`src/rtl/dring_pkg.sv`:
```
// Shared constants and record types for the descriptor ring queue.
// Assumes 32-bit bus words and a four-word record in both directions.
package dring_pkg;
    localparam int WORD_W    = 32;
    localparam int REC_WORDS = 4;
    localparam int SLOT_W    = 2;
    localparam int ST_RD_LSB = 4;
    localparam int ST_EMPTY  = 8;
    localparam int ST_FULL   = 9;
    localparam int ST_ERR    = 10;
    localparam int CTL_CLR   = 0;

    // Descriptor record, first-written word in the top bits.
    typedef struct packed {
        logic [WORD_W-1:0] addr_lo;
        logic [WORD_W-1:0] addr_hi;
        logic [WORD_W-1:0] len;
        logic [WORD_W-1:0] flags;
    } desc_t;

    // Report record, first-read word in the top bits.
    typedef struct packed {
        logic [WORD_W-1:0] cnt_lo;
        logic [WORD_W-1:0] cnt_hi;
        logic [WORD_W-1:0] aux;
        logic [WORD_W-1:0] flags;
    } rpt_t;

    // Build a packed status word from ring state.
    function automatic logic [WORD_W-1:0] pack_status(
        input logic [SLOT_W-1:0] wr,
        input logic [SLOT_W-1:0] rd,
        input logic              empty,
        input logic              full,
        input logic              err
    );
        logic [WORD_W-1:0] s;
        s = '0;
        s[SLOT_W-1:0]                  = wr;
        s[ST_RD_LSB +: SLOT_W]         = rd;
        s[ST_EMPTY]                    = empty;
        s[ST_FULL]                     = full;
        s[ST_ERR]                      = err;
        return s;
    endfunction
endpackage

```
`src/rtl/ring_ptrs.sv`:
```
// Slot pointers, occupancy, full/empty and sticky error for one ring.
// Assumes callers only request a push or pop when they want one; the
// block itself refuses a push when full and a pop when empty.
module ring_ptrs #(
    parameter int SLOT_W = 2
) (
    input  logic              clk,
    input  logic              rst_n,
    input  logic              clr,
    input  logic              push_req,
    input  logic              pop_req,
    input  logic              err_set,
    input  logic              err_clr,
    output logic [SLOT_W-1:0] wr_slot,
    output logic [SLOT_W-1:0] rd_slot,
    output logic              full,
    output logic              empty,
    output logic              err,
    output logic              push_ok,
    output logic              pop_ok
);
    localparam int DEPTH = 1 << SLOT_W;
    localparam int CNT_W = SLOT_W + 1;

    logic [CNT_W-1:0] cnt;

    assign full    = (cnt == CNT_W'(DEPTH));
    assign empty   = (cnt == '0);
    assign push_ok = push_req && !full && !clr;
    assign pop_ok  = pop_req && !empty && !clr;

    // Advance slots and occupancy; ring reset returns to empty.
    always_ff @(posedge clk) begin
        if (!rst_n || clr) begin
            wr_slot <= '0;
            rd_slot <= '0;
            cnt     <= '0;
        end else begin
            if (push_ok) wr_slot <= wr_slot + 1'b1;
            if (pop_ok)  rd_slot <= rd_slot + 1'b1;
            cnt <= cnt + CNT_W'(push_ok) - CNT_W'(pop_ok);
        end
    end

    // Sticky error: setting wins over a clear in the same cycle.
    always_ff @(posedge clk) begin
        if (!rst_n)
            err <= 1'b0;
        else if (err_set || (push_req && full && !clr))
            err <= 1'b1;
        else if (err_clr)
            err <= 1'b0;
    end

    AST_SLOTS_EQ_FLAGGED: assert property (@(posedge clk) disable iff (!rst_n)
        (wr_slot == rd_slot) |-> (full || empty));
    AST_FULL_PUSH_KEEPS_WR: assert property (@(posedge clk) disable iff (!rst_n)
        (full && push_req && !clr) |=> $stable(wr_slot));
    AST_FULL_PUSH_SETS_ERR: assert property (@(posedge clk) disable iff (!rst_n)
        (full && push_req && !clr) |=> err);
    AST_ERR_STICKY: assert property (@(posedge clk) disable iff (!rst_n)
        (err && !err_clr) |=> err);
    AST_EMPTY_POP_KEEPS_RD: assert property (@(posedge clk) disable iff (!rst_n)
        (empty && pop_req && !clr) |=> $stable(rd_slot));
    AST_CLR_EMPTIES: assert property (@(posedge clk) disable iff (!rst_n)
        clr |=> (empty && wr_slot == '0 && rd_slot == '0));
endmodule

```
`src/rtl/word_packer.sv`:
```
// Gathers NWORDS serial writes from one port into a single record.
// Assumes the ring full flag is registered; words arriving while full
// are refused and reported so the caller can flag an error.
module word_packer #(
    parameter int NWORDS = 4,
    parameter int WORD_W = 32
) (
    input  logic                     clk,
    input  logic                     rst_n,
    input  logic                     clr,
    input  logic                     full,
    input  logic                     word_we,
    input  logic [WORD_W-1:0]        word_in,
    output logic                     commit,
    output logic                     bad_word,
    output logic [NWORDS*WORD_W-1:0] rec
);
    localparam int CW   = $clog2(NWORDS);
    localparam int LAST = NWORDS - 1;

    logic [CW-1:0]     wcnt;
    logic              accept;
    logic [WORD_W-1:0] stage [LAST];

    assign accept   = word_we && !full && !clr;
    assign bad_word = word_we && full && !clr;
    assign commit   = accept && (wcnt == CW'(LAST));

    // Track position within the partial record.
    always_ff @(posedge clk) begin
        if (!rst_n || clr)
            wcnt <= '0;
        else if (accept)
            wcnt <= commit ? '0 : wcnt + 1'b1;
    end

    // One staging register per leading word; the last word is bypassed.
    for (genvar g = 0; g < LAST; g++) begin : g_stage
        always_ff @(posedge clk) begin
            if (accept && wcnt == CW'(g))
                stage[g] <= word_in;
        end
        assign rec[(NWORDS-1-g)*WORD_W +: WORD_W] = stage[g];
    end
    assign rec[WORD_W-1:0] = word_in;

    AST_FULL_WORD_HOLDS_POS: assert property (@(posedge clk) disable iff (!rst_n)
        (word_we && full && !clr) |=> $stable(wcnt));
    AST_COMMIT_RESTARTS: assert property (@(posedge clk) disable iff (!rst_n)
        commit |=> (wcnt == '0));
endmodule

```
`src/rtl/word_unpacker.sv`:
```
// Presents one record as NWORDS successive words on a read port.
// Assumes the head record is stable while the ring is not popped.
module word_unpacker #(
    parameter int NWORDS = 4,
    parameter int WORD_W = 32
) (
    input  logic                     clk,
    input  logic                     rst_n,
    input  logic                     clr,
    input  logic                     empty,
    input  logic                     rd_en,
    input  logic [NWORDS*WORD_W-1:0] rec,
    output logic [WORD_W-1:0]        rd_data,
    output logic                     pop_req,
    output logic                     bad_read
);
    localparam int CW   = $clog2(NWORDS);
    localparam int LAST = NWORDS - 1;

    logic [CW-1:0]     rcnt;
    logic              take;
    logic [WORD_W-1:0] words [NWORDS];

    for (genvar g = 0; g < NWORDS; g++) begin : g_split
        assign words[g] = rec[(NWORDS-1-g)*WORD_W +: WORD_W];
    end

    assign take     = rd_en && !empty && !clr;
    assign pop_req  = take && (rcnt == CW'(LAST));
    assign bad_read = rd_en && empty && !clr;
    assign rd_data  = empty ? '0 : words[rcnt];

    // Step through the head record, wrapping after its last word.
    always_ff @(posedge clk) begin
        if (!rst_n || clr)
            rcnt <= '0;
        else if (take)
            rcnt <= pop_req ? '0 : rcnt + 1'b1;
    end

    AST_EMPTY_READ_HOLDS_POS: assert property (@(posedge clk) disable iff (!rst_n)
        (rd_en && empty && !clr) |=> $stable(rcnt));
endmodule

```
`src/rtl/desc_ring_queue.sv`:
```
// Per-channel descriptor ring (host writes words, engine pops records)
// and report ring (engine pushes records, host reads words).
// Assumes a single clock domain and one access per port per cycle.
module desc_ring_queue (
    input  logic        clk,
    input  logic        rst_n,
    input  logic        ctl_we,
    input  logic [31:0] ctl_wdata,
    input  logic        dsc_we,
    input  logic [31:0] dsc_wdata,
    input  logic        dsc_stat_we,
    input  logic [31:0] dsc_stat_wdata,
    output logic [31:0] dsc_status,
    input  logic        cons_pop,
    output logic        cons_valid,
    output logic [63:0] cons_addr,
    output logic [31:0] cons_len,
    output logic [31:0] cons_flags,
    input  logic        rpt_push,
    input  logic [63:0] rpt_count,
    input  logic [31:0] rpt_aux,
    input  logic [31:0] rpt_flags,
    input  logic        rpt_re,
    output logic [31:0] rpt_rdata,
    input  logic        rpt_stat_we,
    input  logic [31:0] rpt_stat_wdata,
    output logic [31:0] rpt_status
);
    import dring_pkg::*;

    localparam int DEPTH = 1 << SLOT_W;
    localparam int REC_W = REC_WORDS * WORD_W;

    logic ring_clr;
    logic unused_bits;
    assign unused_bits = ^{ctl_wdata[31:1], dsc_stat_wdata[31:11],
                           dsc_stat_wdata[9:0], rpt_stat_wdata[31:11],
                           rpt_stat_wdata[9:0]};

    // Control register: bit 0 holds both rings in reset while set.
    always_ff @(posedge clk) begin
        if (!rst_n)
            ring_clr <= 1'b0;
        else if (ctl_we)
            ring_clr <= ctl_wdata[CTL_CLR];
    end

    // ---------------- descriptor ring ----------------
    logic              d_commit, d_bad, d_full, d_empty, d_err;
    logic              d_push_ok, d_pop_ok;
    logic [SLOT_W-1:0] d_wr, d_rd;
    logic [REC_W-1:0]  d_rec;
    desc_t             dmem [DEPTH];
    desc_t             d_head;

    word_packer #(.NWORDS(REC_WORDS), .WORD_W(WORD_W)) u_pack (
        .clk(clk), .rst_n(rst_n), .clr(ring_clr), .full(d_full),
        .word_we(dsc_we), .word_in(dsc_wdata),
        .commit(d_commit), .bad_word(d_bad), .rec(d_rec)
    );

    ring_ptrs #(.SLOT_W(SLOT_W)) u_dptr (
        .clk(clk), .rst_n(rst_n), .clr(ring_clr),
        .push_req(d_commit), .pop_req(cons_pop),
        .err_set(d_bad), .err_clr(dsc_stat_we && dsc_stat_wdata[ST_ERR]),
        .wr_slot(d_wr), .rd_slot(d_rd), .full(d_full), .empty(d_empty),
        .err(d_err), .push_ok(d_push_ok), .pop_ok(d_pop_ok)
    );

    // Store a committed descriptor at the write slot.
    always_ff @(posedge clk) begin
        if (d_push_ok)
            dmem[d_wr] <= desc_t'(d_rec);
    end

    assign d_head     = dmem[d_rd];
    assign cons_valid = !d_empty;
    assign cons_addr  = {d_head.addr_hi, d_head.addr_lo};
    assign cons_len   = d_head.len;
    assign cons_flags = d_head.flags;
    assign dsc_status = pack_status(d_wr, d_rd, d_empty, d_full, d_err);

    // ---------------- report ring ----------------
    logic              r_pop_req, r_bad, r_full, r_empty, r_err;
    logic              r_push_ok, r_pop_ok;
    logic [SLOT_W-1:0] r_wr, r_rd;
    rpt_t              rmem [DEPTH];
    rpt_t              r_in;

    assign r_in = '{cnt_lo: rpt_count[31:0], cnt_hi: rpt_count[63:32],
                    aux: rpt_aux, flags: rpt_flags};

    ring_ptrs #(.SLOT_W(SLOT_W)) u_rptr (
        .clk(clk), .rst_n(rst_n), .clr(ring_clr),
        .push_req(rpt_push), .pop_req(r_pop_req),
        .err_set(r_bad), .err_clr(rpt_stat_we && rpt_stat_wdata[ST_ERR]),
        .wr_slot(r_wr), .rd_slot(r_rd), .full(r_full), .empty(r_empty),
        .err(r_err), .push_ok(r_push_ok), .pop_ok(r_pop_ok)
    );

    // Store a pushed report at the write slot.
    always_ff @(posedge clk) begin
        if (r_push_ok)
            rmem[r_wr] <= r_in;
    end

    word_unpacker #(.NWORDS(REC_WORDS), .WORD_W(WORD_W)) u_unpack (
        .clk(clk), .rst_n(rst_n), .clr(ring_clr), .empty(r_empty),
        .rd_en(rpt_re), .rec(REC_W'(rmem[r_rd])),
        .rd_data(rpt_rdata), .pop_req(r_pop_req), .bad_read(r_bad)
    );

    assign rpt_status = pack_status(r_wr, r_rd, r_empty, r_full, r_err);

    AST_POP_NEEDS_DATA: assert property (@(posedge clk) disable iff (!rst_n)
        d_pop_ok |-> cons_valid);
    AST_RPT_EMPTY_READS_ZERO: assert property (@(posedge clk) disable iff (!rst_n)
        r_empty |-> (rpt_rdata == '0));
    AST_STATUS_SPARE_ZERO: assert property (@(posedge clk) disable iff (!rst_n)
        (dsc_status[31:11] == '0 && rpt_status[31:11] == '0));
    AST_RPT_POP_ONLY_NONEMPTY: assert property (@(posedge clk) disable iff (!rst_n)
        r_pop_ok |-> !r_empty);
endmodule

```
`config.mk`:
```
export PLATFORM = sky130hd
export DESIGN_NAME = desc_ring_queue
export DESIGN_NICKNAME = d
export VERILOG_FILES = /design/src/rtl/dring_pkg.sv /design/src/rtl/ring_ptrs.sv /design/src/rtl/word_packer.sv /design/src/rtl/word_unpacker.sv /design/src/rtl/desc_ring_queue.sv
export SDC_FILE = /design/constraint.sdc
export NUM_CORES = 1
export LEC_CHECK = 0
export BUFFER_PORTS_ARGS = -buffer_cell sky130_fd_sc_hd__buf_2
export CAP_MARGIN = 20
export CORE_UTILIZATION = 50
export DETAILED_ROUTE_END_ITERATION = 10
export GPL_TIMING_DRIVEN = 1
export HOLD_SLACK_MARGIN = 0.02
export PLACE_DENSITY_LB_ADDON = 0.1
export SLEW_MARGIN = 20
export SYNTH_ARGS = -nofsm -noshare
export SYNTH_HDL_FRONTEND = slang
export SYNTH_SLANG_ARGS = --single-unit
```
`constraint.sdc`:
```
create_clock -name clk -period 4.3 [get_ports clk]
set_input_delay 0.215 -clock clk [delete_from_list [all_inputs] [get_ports clk]]
set_output_delay 0.215 -clock clk [all_outputs]
set_load 0.1 [all_outputs]
```
==> tab_implementation.tex <==
\begin{tabular}{lr}
\hline
Metric & Value \\
\hline
\multicolumn{2}{l}{\textbf{Timing}} \\
Period Utilization, post-route & 0.807 \\
Count of endpoints failing setup in the final report & 0 \\
Final worst path period need & 3.47 ns \\
Setup repair after global routing missed its margin & false \\
Remaining max-slew budget at the tightest pin & 0.289 \\
Worst slew pin tran & about 1.1 ns \\
Peak Freq & about 0.29 GHz \\
Summed negative setup slack over all endpoints & 0 ns \\
Final Max Slew Viols & 0 \\
Fin Clk Skew & 0.0255 ns \\
Final Hold Viols & 0 \\
Worst slack on hold paths & 0.128 ns \\
\multicolumn{2}{l}{\textbf{Critical path}} \\
Largest fanout of any net on the critical path & 36 \\
Endpoint class of the critical path & output pin \\
Class of the most critical setup path & flop to output pin \\
Worst endpoint data arrival time & 3.25 ns \\
Startpoint type of the worst setup path & flop \\
Data required time of the critical path & 4.09 ns \\
\multicolumn{2}{l}{\textbf{Run}} \\
Count of max-cap constraint violations & 0 \\
\multicolumn{2}{l}{\textbf{Die}} \\
Row Count & between 100 and 150 \\
Vertical die dimension & 292 um \\
Die ar. & 85500 um2 \\
I/O pin cnt & 490 \\
Starting density of the core & 0.505 \\
Horizontal die dimension & 292 um \\
Standard cell core area & 83600 um2 \\
\multicolumn{2}{l}{\textbf{Drt}} \\
Wire length per cell & 24.2 um \\
Remaining number of nets flagged by the antenna check after routing & 0 \\
Vias per inst & 5.45 \\
Total via count in the routed design & 19243 \\
Number of detailed-routing iterations run before antenna repair & 5 \\
Post-Route WL & 85.3 mm \\
Number of design rule violations left after detail routing & 0 \\
Initial drt markers & 1324 \\
\multicolumn{2}{l}{\textbf{CTS}} \\
Number of clock buffers inserted by TritonCTS & 114 \\
Clock Pin Slew Worst Setup and Hold Paths & 0.06 ns \\
Sink count of the clock tree & 1145 \\
H-Tree Level Count & 3 \\
Number of gates resized after CTS & 0 \\
Clock tree from TritonCTS & built \\
Maximum buffer depth of the clock tree & 3 \\
Post CTS Setup Buffer Count & 0 \\
Clock insertion delay at the later pin of the skew report & roughly 0.67 ns \\
Clock root buffer master & sky130\_fd\_sc\_hd\_\_clkbuf\_16 \\
\multicolumn{2}{l}{\textbf{Global routing}} \\
Vias in the first global route & 20473 \\
Total routing resource utilization after global routing & 0.203 \\
First-pass GRT wire length & 129 mm \\
Initial antenna violation count & 13 \\
Overflow left after global routing & 0 \\
Pin count of the biggest net entering global routing & 68 \\
\multicolumn{2}{l}{\textbf{Yosys}} \\
Proportion of synthesized chip area in sequential cells & 0.810 \\
Xor-xnor portion of the synthesized cell area & 0.00208 \\
Fraction of the mapped netlist area in compound gates & 0.0128 \\
Mux contribution to synthesized area & 0.138 \\
Synth Area in Adders & 0.00599 \\
Yosys warning count & 0 \\
Unique masters post-synth & 36 \\
Flop and latch count out of synthesis & 1145 \\
Simple-gate portion of the synthesized area & 0.0106 \\
Mean cell area of the mapped netlist & around 24 um2 \\
Area of the mapped netlist & 42200 um2 \\
Combinational family with the most area after synthesis & multiplexers \\
Post-synthesis instance total & 1757 \\
\multicolumn{2}{l}{\textbf{Place}} \\
Standard cell area after detailed placement & around 45000 um2 \\
Detailed placement HPWL & 50.2 mm \\
Last weighted congestion value of the routability-driven placer & 0.714 \\
PortBufs & 346 \\
\multicolumn{2}{l}{\textbf{Outcome}} \\
Result of the run & finished clean \\
\multicolumn{2}{l}{\textbf{Cells and area}} \\
Total number of nets in the final design & 2636 \\
Util after Layout & 0.605 \\
Area grow syn2layout & 19.9\% \\
Share of post-route cells with drive strength above 1 & 0.337 \\
Most common cell after layout, fill and taps aside & sky130\_fd\_sc\_hd\_\_edfxtp\_1 \\
Cell area after layout & roughly 50000 um2 \\
Top library cells by usage in the layout, fill and taps aside & sky130\_fd\_sc\_hd\_\_edfxtp\_1, sky130\_fd\_sc\_hd\_\_buf\_2, sky130\_fd\_sc\_hd\_\_mux4\_2, sky130\_fd\_sc\_hd\_\_dlygate4sd3\_1, sky130\_fd\_sc\_hd\_\_clkbuf\_16 \\
\multicolumn{2}{l}{\textbf{Pwr}} \\
Power per Cell Area & 518 nW/um2 \\
Leakage dissipation & roughly 17 nW \\
Total power of the final layout & about 26 mW \\
Highest ir drop seen on vdd & 0.639 mV \\
\multicolumn{2}{l}{\textbf{Min path}} \\
Hold WC Path Type & input pin to flop \\
\hline
\end{tabular}
stage by stage:
step / worst slack, ns / std cells
final: 0.832 / 3530
after global placement: 1.45 / 3146
after floorplan: -0.419 / 1806
after global routing: 0.602 / 3526
after CTS: 0.713 / 3521
after detailed placement: 1.45 / 3146
sequential cells by signal (all words and copies together), names as in the netlist, named ones only:
| name | flops |
|---|---|
| u_rptr.cnt | 3 |
| u_dptr.rd_slot | 2 |
| rmem | 512 |
| u_dptr.cnt | 3 |
| u_pack.stage | 96 |
| u_dptr.err | 1 |
| u_rptr.err | 1 |
| u_pack.wcnt | 2 |
| u_rptr.rd_slot | 2 |
| u_dptr.wr_slot | 2 |
| dmem | 512 |
| u_unpack.rcnt | 2 |
| ring_clr | 1 |
| u_rptr.wr_slot | 2 |
per-layer routing:
metal  part of all wire  wire length (um)  global-route usage
met5            0.00095                81                   0
met4              0.017              1410              0.0455
met3              0.066              5590              0.0465
met2               0.51             43200               0.335
met1               0.41             35100               0.277
cell type report:
cell class | count | area, um2
Timing Repair Buffer | 561 | 3980
Clock buffer | 137 | 2940
Fill cell | 5925 | 33000
Antenna cell | 9 | 22.5
Inverter | 23 | 86.3
Sequential cell | 1145 | 34100
Multi-Input combinational cell | 507 | 7370
Clock inverter | 68 | 644
Tap cell | 1080 | 1350
final timing paths:
| check | to | from | slack, ns | depth (start not counted) |
|---|---|---|---|---|
| setup / recovery | rpt_rdata[14] | flop | 0.83 | 5 |
| hold / removal | u_dptr.err$_SDFFE_PN0P_ | dsc_we | 0.13 | 4 |
| setup reg to reg | dmem[3][17]$_DFFE_PP_ | ring_clr$_SDFFE_PN0P_ | 1.55 | 4 |
| hold reg to reg | dmem[2][60]$_DFFE_PP_ | u_pack.stage[0][92]$_DFFE_PP_ | 0.48 | 0 |
cell families after synthesis:
kind of cell    Yosys count
flops                  1145
compound gates           73
simple gates             92
fa+ha+maj                19
mux                     263
buf+inv                 154
xor+xnor                 10
other cells               1
Yosys cell counts (all sizes together):
library cell,instances,share of area
nand2,36,0.0032
a311oi,2,0.00042
nor4bb,1,0.00024
o211ai,1,0.00018
a21oi,2,0.00024
nor3b,4,0.00071
nor4,1,0.00015
ha,17,0.0050
and3b,1,0.00021
edfxtp,1120,0.80
dfxtp,25,0.012
or3b,1,0.00021
nand2b,2,0.00030
nand3,3,0.00036
o21ai,3,0.00036
mux4,254,0.14
nor2,22,0.0020
conb,1,0.000089
nor2b,3,0.00045
xor2,1,0.00021
a22oi,64,0.011
buf,96,0.016
nor3,5,0.00086
xnor2,9,0.0019
mux2i,9,0.0021
fa,2,0.00095
inv,23,0.0020
and2,6,0.00089
and3,7,0.0010
o31ai,1,0.00018
clkbuf,35,0.0031
critical path, cell delays in order, from the launching register on:
cell,delay [ns]
sky130_fd_sc_hd__dfxtp_4,0.86
sky130_fd_sc_hd__buf_4,0.41
sky130_fd_sc_hd__mux4_2,0.53
sky130_fd_sc_hd__a22oi_1,0.29
sky130_fd_sc_hd__nand2_1,0.12
sky130_fd_sc_hd__buf_2,0.31
power breakdown:
group	switching [mW]	internal [mW]	leakage [nW]	total, mW
Sequential	0.159	12.7	10.4	12.8
Combinational	3.00	0.910	4.54	3.91
Clock	4.05	5.41	1.75	9.46
what timing repair did:
action	4_1_cts	5_1_grt
hold buffers	170	0
setup endpoints to repair	0	0
endpoints found under the hold margin	745	0
No activity file was read; power rests on OpenSTA's default activity.
